File: src/rtl/irq_pkg.sv
package irq_pkg;
  localparam int unsigned IRQ_LEVELS = 7;
  localparam int unsigned IRQ_VEC_W  = 8;
  localparam int unsigned IRQ_SYNC   = 2;
  localparam logic [IRQ_VEC_W-1:0] IRQ_VEC_BASE = 8'h08;
endpackage

File: src/rtl/irq_in_sync.sv
module irq_in_sync #(
  parameter int unsigned N      = 7,
  parameter int unsigned STAGES = 2
) (
  input  logic         clk_i,
  input  logic         rst_ni,
  input  logic [N-1:0] d_i,
  output logic [N-1:0] q_o
);
  generate
    if (STAGES == 0) begin : g_bypass
      // inputs already synchronous to clk_i
      assign q_o = d_i;
    end else begin : g_chain
      logic [STAGES-1:0][N-1:0] chain_q;
      always_ff @(posedge clk_i or negedge rst_ni) begin
        if (!rst_ni) begin
          chain_q <= '1;
        end else begin
          chain_q[0] <= d_i;
          for (int s = 1; s < STAGES; s++) chain_q[s] <= chain_q[s-1];
        end
      end
      assign q_o = chain_q[STAGES-1];
    end
  endgenerate
endmodule

File: src/rtl/irq_edge_pend.sv
module irq_edge_pend #(
  parameter int unsigned N = 7
) (
  input  logic         clk_i,
  input  logic         rst_ni,
  input  logic [N-1:0] lvl_i,
  input  logic [N-1:0] clr_i,
  output logic [N-1:0] edge_o,
  output logic [N-1:0] pend_o
);
  logic [N-1:0] prev_q;
  logic [N-1:0] pend_q;

  assign edge_o = lvl_i & ~prev_q;

  always_ff @(posedge clk_i or negedge rst_ni) begin
    if (!rst_ni) begin
      prev_q <= '1; // high history: no edge from a line already up
      pend_q <= '0;
    end else begin
      prev_q <= lvl_i;
      pend_q <= (pend_q & ~clr_i) | edge_o;
    end
  end

  assign pend_o = pend_q;
endmodule

File: src/rtl/irq_prio_pick.sv
module irq_prio_pick #(
  parameter int unsigned N     = 7,
  parameter int unsigned VEC_W = 8,
  parameter logic [VEC_W-1:0] VEC_BASE = 8'h08
) (
  input  logic [N-1:0]     pend_i,
  input  logic             ret_i,
  output logic             take_o,
  output logic [N-1:0]     grant_o,
  output logic [VEC_W-1:0] vec_o
);
  localparam int unsigned IDX_W = (N > 1) ? $clog2(N) : 1;

  logic [N-1:0]     sel;
  logic [IDX_W-1:0] idx;
  logic             found;

  always_comb begin
    sel   = '0;
    idx   = '0;
    found = 1'b0;
    for (int i = 0; i < N; i++) begin
      if (pend_i[i] && !found) begin
        found  = 1'b1;
        sel[i] = 1'b1;
        idx    = IDX_W'(i);
      end
    end
  end

  assign take_o  = ret_i & found;
  assign grant_o = take_o ? sel : '0;
  assign vec_o   = found ? (VEC_BASE + VEC_W'(N - 1) - VEC_W'(idx)) : '0;
endmodule

File: src/rtl/irq_ret_arbiter.sv
module irq_ret_arbiter
  import irq_pkg::*;
#(
  parameter int unsigned LEVELS = IRQ_LEVELS,
  parameter int unsigned SYNC   = IRQ_SYNC,
  parameter int unsigned VEC_W  = IRQ_VEC_W,
  parameter logic [VEC_W-1:0] VEC_BASE = IRQ_VEC_BASE
) (
  input  logic              clk_i,
  input  logic              rst_ni,
  input  logic [LEVELS-1:0] irq_i,
  input  logic              ret_i,
  output logic              take_o,
  output logic [LEVELS-1:0] grant_o,
  output logic [VEC_W-1:0]  vec_addr_o
);
  logic [LEVELS-1:0] lvl_w;
  logic [LEVELS-1:0] edge_w;
  logic [LEVELS-1:0] pend_w;
  logic [LEVELS-1:0] grant_w;

  irq_in_sync #(.N(LEVELS), .STAGES(SYNC)) i_sync (
    .clk_i (clk_i),
    .rst_ni(rst_ni),
    .d_i   (irq_i),
    .q_o   (lvl_w)
  );

  irq_edge_pend #(.N(LEVELS)) i_pend (
    .clk_i (clk_i),
    .rst_ni(rst_ni),
    .lvl_i (lvl_w),
    .clr_i (grant_w),
    .edge_o(edge_w),
    .pend_o(pend_w)
  );

  irq_prio_pick #(.N(LEVELS), .VEC_W(VEC_W), .VEC_BASE(VEC_BASE)) i_pick (
    .pend_i (pend_w),
    .ret_i  (ret_i),
    .take_o (take_o),
    .grant_o(grant_w),
    .vec_o  (vec_addr_o)
  );

  assign grant_o = grant_w;
endmodule

File: config.mk
export PLATFORM = sky130hd
export DESIGN_NAME = irq_ret_arbiter
export DESIGN_NICKNAME = d
export VERILOG_FILES = /design/src/rtl/irq_pkg.sv /design/src/rtl/irq_in_sync.sv /design/src/rtl/irq_edge_pend.sv /design/src/rtl/irq_prio_pick.sv /design/src/rtl/irq_ret_arbiter.sv
export SDC_FILE = /design/constraint.sdc
export NUM_CORES = 1
export LEC_CHECK = 0
export BUFFER_PORTS_ARGS = -buffer_cell sky130_fd_sc_hd__buf_4
export CAP_MARGIN = 0
export CORE_UTILIZATION = 50
export CTS_BUF_LIST = sky130_fd_sc_hd__clkbuf_16
export DETAILED_ROUTE_END_ITERATION = 12
export HOLD_SLACK_MARGIN = 0.12
export PLACE_DENSITY = 0.73
export SETUP_SLACK_MARGIN = 0.2
export SLEW_MARGIN = 10
export SYNTH_ARGS = -nofsm -noshare
export SYNTH_HDL_FRONTEND = slang
export SYNTH_HIERARCHICAL = 1
export SYNTH_SLANG_ARGS = --single-unit
File: constraint.sdc
create_clock -name clk_i -period 1.7 [get_ports clk_i]
set_input_delay 0.34 -clock clk_i [delete_from_list [all_inputs] [get_ports clk_i]]
set_output_delay 0.34 -clock clk_i [all_outputs]
set_load 0.1 [all_outputs]
==> results.json, run 1 <==
{
  "outcome": "finished, violations left",
  "p_leak_nw": 0.803,
  "synth_ff_type": "dfstp_2",
  "ys_seq_area_share_pct": 62.5,
  "initial_core_util_pct": 53.1,
  "rsz0062_at_grt": "true",
  "synth-compound-area-share_pct": 7.53,
  "port_buffers": 21,
  "endpoint_kind": "primary output",
  "cts.clk_slew.worst_paths_ns": 0.06,
  "grt_pass1_vias": 855,
  "initialDrtViolationCount": 6,
  "antenna_found_initial": 0,
  "fmax_ghz": 0.466,
  "cts-htree-levels": 1,
  "cts_buffers": 3,
  "fp.dieArea_mm2": 0.00252,
  "synth_top_family_by_area": "simple AND/OR/NAND/NOR gates",
  "via_per_inst": 5.09,
  "synthArstFlopShare_pct": 100,
  "final_util_pct": 85.2,
  "synthMuxAreaShare_pct": 0,
  "layout_common_cells": "buf_4, dfstp_2, buf_12",
  "reg2regPathDepth": 6,
  "row_count": 17,
  "period_needed_ns": 2.15,
  "die_w_um": 50.2,
  "critPathSlowestCell": "dfrtp_1",
  "regToRegSetupSlack_ns": 0.20,
  "clk_root_buffer_cell": "clkbuf_16",
  "hold_depth": 1,
  "syn_area_mm2": 0.00116,
  "grtUsageMet3_pct": 5.45,
  "coreArea_mm2": 0.00219,
  "globalRouteTotalUtil_pct": 23.7,
  "hold_viol": 0,
  "grt_pass1_wl_um": 4200,
  "worstHoldStart": "irq_i[1]",
  "cts_tree": "yes",
  "hp-class": "in -> reg",
  "layout_commonest_cell": "buf_4",
  "clk_path_buf_depth": 2,
  "drc": 0,
  "tns_ns": -2.46,
  "synth_cell_types": 25,
  "clk_latency_ns": 0.26,
  "finalPower_w": 0.00197,
  "diodes": 0,
  "place.gp.congestion": 0.772,
  "synth_area_per_cell_um2": 13.2,
  "arrival_ns": 1.81,
  "grt_max_degree": 29,
  "r2r-end": "i_pend/pend_o[5]",
  "critPathKind": "reg -> out",
  "hold_end": "i_sync/g_chain.chain_q[1]",
  "synth_xor_area_share_pct": 0,
  "worstPathRequired_ns": 1.36,
  "drv_slew": 0,
  "instances_no_fill": 159,
  "dp_cells": 146,
  "worst_hold_slack_ns": 0.185,
  "synth_edf_count": 0,
  "worstPathCellList": "nor2b_2 > o21bai_1 > a21oi_1 > ha_2 > a21oi_4 > buf_12",
  "cpPeakStageDelay_ns": 0.43,
  "routedWlPerCell_um": 18.3,
  "met1_usage_pct": 24.9,
  "setup_viol": 11,
  "r2r-start": "i_pend/pend_o[1]",
  "period_share_pct": 126,
  "busiest_layer": "met2",
  "ys_seq_elements": 28,
  "drv_cap": 0,
  "power_density_mw_per_mm2": 1060,
  "yosys_warnings": 6,
  "syn_inst": 88,
  "grt_util_met2_pct": 43.8,
  "syn2layout_area_growth_pct": 60.5,
  "violations": "negative setup slack",
  "numClockSinks": 28,
  "overflow": 0,
  "die_h_um": 50.2,
  "io_pins": 26,
  "setup_slack_ns": -0.447,
  "nets": 143,
  "synthSimpleGateAreaFrac_pct": 18.5,
  "ir_drop_mv": 1.17,
  "vias": 810,
  "drt_wl_total_um": 2910,
  "crit_path_start_kind": "flop",
  "dp_hpwl_um": 1340,
  "worstPathMaxFanout": 3,
  "synthAdderAreaFrac_pct": 1.08,
  "first_pass_iters": 2,
  "drt.antenna.violating_nets": 0,
  "n_fill_cell": 98,
  "fin_skew_ns": 0.00695,
  "drive_gt1_share_pct": 78.6
}
logic make-up (layout without fill, tap and decap cells):
kind of cell,count (synthesis),count (layout)
AND/OR/NAND/NOR,25,25
buffers and inverters,20,60
flip-flops,28,28
other,1,4
adder cells (fa/ha/maj),1,1
AO/OA/AOI/OAI,13,13
flip-flops by register name, indices dropped and copies added (netlist names):
signal / count
i_pend/pend_o: 7
i_pend/prev_q: 7
i_sync/g_chain.chain_q: 7
i_sync/q_o: 7
metrics by stage:
stage | setup WS (ns) | cell area, um2
final | -0.447 | 1870
after global routing | -0.530 | 1870
after CTS | -0.318 | 1810
after detailed placement | -0.171 | 1500
after global placement | -0.143 | 1500
after floorplan | -0.280 | 1260
routing by layer:
| metal | part of all wire, % | wire length (um) |
|---|---|---|
| met5 | 0 | 0 |
| met4 | 6.3 | 182 |
| met3 | 3.2 | 93 |
| met2 | 54 | 1560 |
| met1 | 37 | 1070 |
cell type report:
type | count | area (um2) | share of cell area, %
clock inverters | 1 | 3.75 | 0.201
well taps | 28 | 35.0 | 1.88
repair buffers | 47 | 527 | 28.2
clock buffers | 3 | 75.1 | 4.02
inverters | 9 | 36.3 | 1.95
multi-input cells | 43 | 455 | 24.4
flip-flops and latches | 28 | 733 | 39.3
report_power, final:
part	switching, W	internal, W	total (W)
Combinational	0.000398	0.000280	0.000678
Sequential	0.0000525	0.000732	0.000785
Clock	0.000195	0.000314	0.000509
Total	0.000646	0.00133	0.00197
cells in the mapped netlist (2+ instances only):
master / count / area share [%]
nor3b_1: 2 / 1.3
dfstp_2: 21 / 47
nor2b_4: 7 / 8.3
a21oi_1: 3 / 1.3
a21o_1: 7 / 4.5
nor2_1: 5 / 1.6
dfrtp_1: 7 / 15
inv_1: 9 / 2.9
buf_4: 11 / 7.1
worst max-delay path: cells and delay by family, from the launching register on:
| kind | cells | cell delay (ns) |
|---|---|---|
| fa+ha+maj | 1 | 0.31 |
| flops | 1 | 0.43 |
| buf+inv | 1 | 0.19 |
| simple gates | 1 | 0.18 |
| compound gates | 3 | 0.44 |
worst max-delay path by stage:
stage                      from          endpoint  cells past startpoint
2_1_floorplan  i_pend/pend_o[0]  i_pend/pend_o[5]                      5
3_3_place_gp   i_pend/pend_o[4]     vec_addr_o[2]                      7
3_5_place_dp   i_pend/pend_o[2]            take_o                      6
4_1_cts        i_pend/pend_o[0]            take_o                      6
5_1_grt        i_pend/pend_o[5]     vec_addr_o[1]                      6
6_report       i_pend/pend_o[5]     vec_addr_o[1]                      6
timing repair:
| item | CTS | global route |
|---|---|---|
| pin swaps | 6 | 5 |
| hold endpoints to repair | 7 | 0 |
| buffers inserted | 5 | 3 |
| cloned | 0 | 0 |
| hold buffers | 1 | 0 |
| setup endpoints to repair | 12 | 13 |
| gates resized for setup | 46 | 10 |
(Power assumes the default switching activity.)
==> inputs of run 2 (changes only) <==
ABC_AREA = 1   (was not set)
GPL_TIMING_DRIVEN = 0   (was not set)
PLACE_DENSITY = 0.84   (was 0.73)
==> results.json, run 2 <==
{
  "period_share_pct": 128,
  "p_leak_nw": 0.868,
  "initial_core_util_pct": 52.9,
  "cts_buffers": 3,
  "cpPeakStageDelay_ns": 0.42,
  "swShare_pct": 33.5,
  "critPathSlowestCell": "dfrtp_1",
  "coreArea_mm2": 0.00221,
  "stdcell_area_mm2": 0.00181,
  "grt_max_degree": 29,
  "antenna_found_initial": 0,
  "endpoint_kind": "primary output",
  "drt.antenna.violating_nets": 0,
  "path_depth": 9,
  "r2r-start": "i_pend/pend_o[1]",
  "worstHoldStart": "irq_i[6]",
  "initialDrtViolationCount": 5,
  "crit_family": "simple AND/OR/NAND/NOR gates",
  "cp_num_buf_inv": 1,
  "layout_commonest_cell": "buf_4",
  "fmax_ghz": 0.459,
  "yosys_warnings": 6,
  "outcome": "finished, violations left",
  "numClockSinks": 28,
  "clk_path_buf_depth": 2,
  "port_buffers": 21,
  "worstPathMaxFanout": 3,
  "place.gp.congestion": 0.777,
  "syn_area_mm2": 0.00117,
  "fp.dieArea_mm2": 0.00254,
  "period_needed_ns": 2.18,
  "synth_area_per_cell_um2": 10.2,
  "drc": 0,
  "pwr-share-clk_pct": 27.1,
  "drv_cap": 0,
  "hold_depth": 1,
  "fin_skew_ns": 0.00519,
  "power_density_mw_per_mm2": 1050,
  "row_count": 17,
  "worstPathCellList": "nor2_4 > nand3_2 > nor2_4 > nand3_2 > nand3_2 > ha_4 > nor2_1 > nor2_4 > buf_12",
  "syn2layout_area_growth_pct": 54.4,
  "clk_latency_ns": 0.26,
  "reg2regPathDepth": 10,
  "vias": 822,
  "die_w_um": 50.4,
  "violations": "negative setup slack",
  "layout_common_cells": "buf_4, inv_1, dfstp_2",
  "setup_slack_ns": -0.478,
  "r2r-end": "i_pend/pend_o[6]",
  "grt_pass1_vias": 817,
  "globalRouteTotalUtil_pct": 20.1,
  "cts.clk_slew.worst_paths_ns": 0.06,
  "ir_drop_mv": 1.22,
  "first_pass_iters": 4,
  "grt_pass1_wl_um": 3600,
  "diodes": 0,
  "dp_hpwl_um": 1270,
  "overflow": 0,
  "nets": 163,
  "placedInstanceArea_mm2": 0.00144,
  "io_pins": 26,
  "cts_tree": "yes",
  "dp_cells": 167,
  "hp-class": "in -> reg",
  "arrival_ns": 1.84,
  "seqPwrFrac_pct": 39.9,
  "hold_end": "i_sync/g_chain.chain_q[6]",
  "regToRegSetupSlack_ns": 0.09,
  "routedWlPerCell_um": 14.3,
  "pwr-share-comb_pct": 33.0,
  "critPathKind": "reg -> out",
  "worstPathRequired_ns": 1.36,
  "instances_no_fill": 179,
  "drt_wl_total_um": 2560,
  "internal_power_w": 0.00126,
  "drv_slew": 0,
  "crit_path_start_kind": "flop",
  "cts-htree-levels": 1,
  "setup_viol": 12,
  "clk_root_buffer_cell": "clkbuf_16",
  "rsz0062_at_grt": "true",
  "power_switching_w": 0.000633,
  "die_h_um": 50.4,
  "syn_inst": 115,
  "worst_hold_slack_ns": 0.184,
  "drive_gt1_share_pct": 62.9,
  "via_per_inst": 4.59,
  "hold_viol": 0
}
-- run 2: power groups by stage --
stage | sequential, W | combinational, W | clock (W)
after floorplan | 0.000755 | 0.000391 | 0
after global placement | 0.000757 | 0.000470 | 0
after detailed placement | 0.000761 | 0.000478 | 0
after CTS | 0.000751 | 0.000584 | 0.000525
after global routing | 0.000757 | 0.000649 | 0.000554
final | 0.000754 | 0.000624 | 0.000512
-- run 2: repair_timing --
item                                    CTS  global route
endpoints found under the setup margin   12            19
hold endpoints to repair                  7             0
hold buffers                              1             0
buffers inserted                          4             3
gates resized for setup                  45             7
pin swaps                                 5             6
gates cloned                              0             0
-- run 2: cell type report --
class / count / area (um2)
Timing Repair Buffer: 29 / 378
Tap cell: 28 / 35.0
Clock inverter: 1 / 3.75
Inverter: 23 / 86.3
Sequential cell: 28 / 727
Fill cell: 115 / 404
Buffer: 11 / 82.6
Multi-Input combinational cell: 56 / 420
Clock buffer: 3 / 75.1
-- run 2: per-stage QoR --
step           power, W  setup TNS (ns)  worst slack, ns  util, %
5_1_grt         0.00196           -5.08           -0.561     81.7
2_1_floorplan   0.00115           -3.42           -0.348        -
3_3_place_gp    0.00123          -0.552           -0.297     65.3
6_report        0.00189           -4.23           -0.478     81.7
4_1_cts         0.00186           -3.85           -0.403     79.4
3_5_place_dp    0.00124          -0.706           -0.351     65.3
-- run 2: how the worst max path moves through the flow --
| stage | start | endpoint | slack [ns] |
|---|---|---|---|
| 2_1_floorplan | i_pend/pend_o[1] | take_o | -0.35 |
| 3_3_place_gp | i_pend/pend_o[1] | vec_addr_o[1] | -0.30 |
| 3_5_place_dp | i_pend/pend_o[1] | vec_addr_o[1] | -0.35 |
| 4_1_cts | i_pend/pend_o[0] | vec_addr_o[2] | -0.40 |
| 5_1_grt | i_pend/pend_o[1] | vec_addr_o[2] | -0.56 |
| 6_report | i_pend/pend_o[1] | vec_addr_o[2] | -0.48 |
-- run 2: metal layers --
metal | wire length, um | vias up | GRT usage, %
li1 | - | 391 | -
met2 | 1440 | 33 | 36.0
met3 | 125 | 2 | 6.06
met4 | 23 | 0 | 9.26
met5 | 0 | - | 0
met1 | 972 | 396 | 21.5
==> inputs of run 3 (changes only) <==
CORE_UTILIZATION = 31   (was 50)
PLACE_DENSITY = 0.6   (was 0.84)
SKIP_LAST_GASP = 1   (was not set)
clock period = 2.6 ns   (was 1.7 ns; I/O delays follow)
==> results.json, run 3 (synthesis gave the netlist of run 2 again) <==
{
  "crit_family": "simple AND/OR/NAND/NOR gates",
  "crit_end": "vec_addr_o[2]",
  "cp_num_buf_inv": 1,
  "drc": 0,
  "overflow": 0,
  "layout_commonest_cell": "buf_4",
  "outcome": "complete, no violations",
  "place.gp.congestion": 0.747,
  "period_share_pct": 89.1,
  "fin_skew_ns": 0.00230,
  "hp-class": "in -> async",
  "arrival_ns": 1.80,
  "cts.clk_slew.worst_paths_ns": 0.06,
  "drive_gt1_share_pct": 57.1,
  "layout_common_cells": "buf_4, inv_1, dfstp_2",
  "via_per_inst": 3.86,
  "initialDrtViolationCount": 17,
  "dp_hpwl_um": 1170,
  "ir_drop_mv": 0.359,
  "r2r-end": "i_pend/pend_o[6]",
  "clk_root_buffer_cell": "clkbuf_16",
  "stdcell_area_mm2": 0.00159,
  "worstPathRequired_ns": 2.08,
  "endpoint_kind": "primary output",
  "globalRouteTotalUtil_pct": 8.71,
  "drt.antenna.violating_nets": 0,
  "die_w_um": 63.5,
  "tns_ns": 0,
  "hold_viol": 0,
  "drv_cap": 0,
  "placedInstanceArea_mm2": 0.00141,
  "period_needed_ns": 2.32,
  "grt_pass1_wl_um": 2770,
  "cts-htree-levels": 1,
  "critPathSlowestCell": "dfrtp_1",
  "die_h_um": 63.5,
  "worstPathCellList": "nor2_2 > nand3_2 > nor2_4 > nand2_2 > nand3_2 > ha_4 > nor2_1 > nor2_4 > buf_12",
  "power_density_mw_per_mm2": 738,
  "fp.dieArea_mm2": 0.00403,
  "io_pins": 26,
  "cts_buffers": 3,
  "n_fill_cell": 347,
  "p_leak_nw": 0.800,
  "grt_pass1_vias": 680,
  "vias": 745,
  "cts_tree": "yes",
  "port_buffers": 21,
  "routedWlPerCell_um": 8.41,
  "worstPathMaxFanout": 4,
  "path_depth": 9,
  "nets": 159,
  "syn2layout_area_growth_pct": 35.5,
  "regToRegSetupSlack_ns": 1.17,
  "clk_path_buf_depth": 2,
  "startpoint": "i_pend/pend_o[1]",
  "postCtsHoldBufs": 0,
  "critPathKind": "reg -> out",
  "drv_slew": 0,
  "grt_max_degree": 29,
  "crit_path_start_kind": "flop",
  "antenna_found_initial": 0,
  "coreArea_mm2": 0.00347,
  "diodes": 0,
  "numClockSinks": 28,
  "initial_core_util_pct": 33.8,
  "fmax_ghz": 0.432,
  "rsz0062_at_grt": "true",
  "clk_latency_ns": 0.26,
  "cpPeakStageDelay_ns": 0.41,
  "row_count": 21,
  "reg2regPathDepth": 9,
  "first_pass_iters": 4,
  "setup_viol": 0,
  "drt_wl_total_um": 1620,
  "r2r-start": "i_pend/pend_o[1]"
}
run 3: changes by cell type in the layout (fill, tap and decap cells not counted), moves of 2 or more:
cell / change
buf_4: +9
buf_6: -2
nand3_1: +2
nor2_4: -8
nor2_1: +4
nor2_2: +4
buf_12: -10
run 3: worst min-delay path by stage:
stage,start,end,slack [ns]
floorplan,rst_ni,i_pend/pend_o[0],0.22
global placement,i_sync/g_chain.chain_q[4],i_sync/q_o[4],0.35
detailed placement,i_sync/g_chain.chain_q[0],i_sync/q_o[0],0.35
CTS,rst_ni,i_pend/pend_o[3],0.17
global route,rst_ni,i_pend/pend_o[3],0.18
finish,rst_ni,i_pend/pend_o[3],0.17
run 3: where the power goes:
group	total [W]	internal, W	switching (W)
Sequential	0.000490	0.000476	0.0000144
Combinational	0.000345	0.000108	0.000238
Clock	0.000335	0.000206	0.000130
run 3: final cells by class:
class                   count  area [um2]  area share, %
clock inverters             1        3.75          0.237
plain buffers              11        82.6           5.21
flip-flops and latches     28         727           45.8
clock buffers               3        75.1           4.73
multi-input cells          56         342           21.5
inverters                  23        86.3           5.44
well taps                  46        57.6           3.63
repair buffers             25         213           13.4
run 3: worst register-to-register path, stage by stage, from the launching register on:
cell and delay, ns:
dfrtp_1 0.41, nor2_2 0.15, nand3_2 0.11, nor2_4 0.18
nand3_2 0.10, buf_4 0.15, nor2_2 0.09, inv_1 0.05
nand2_1 0.05, nand2_1 0.05
run 3: stage by stage:
| step | std cells | worst slack [ns] | total power [W] | utilization [%] | hold WS [ns] |
|---|---|---|---|---|---|
| final | 193 | 0.283 | 0.00117 | 45.7 | 0.165 |
| after global routing | 193 | 0.158 | 0.00122 | 45.7 | 0.183 |
| after CTS | 190 | 0.221 | 0.00116 | 43.7 | 0.172 |
| after detailed placement | 185 | 0.417 | 0.000790 | 40.7 | 0.347 |
| after global placement | 185 | 0.429 | 0.000787 | 40.7 | 0.346 |
| after floorplan | 118 | -0.138 | 0.000730 | - | 0.224 |
run 3: repair_timing:
action	in CTS	in global routing
resized for setup	4	11
pin swaps	1	7
buffers inserted	1	3
setup endpoints to repair	2	2
run 3: metal layers:
layer	GRT usage, %	vias to the layer above	wire (um)
li1	-	386	-
met1	10.5	337	674
met2	14.5	20	838
met3	1.99	2	82
met4	4.26	0	29
met5	0	-	0
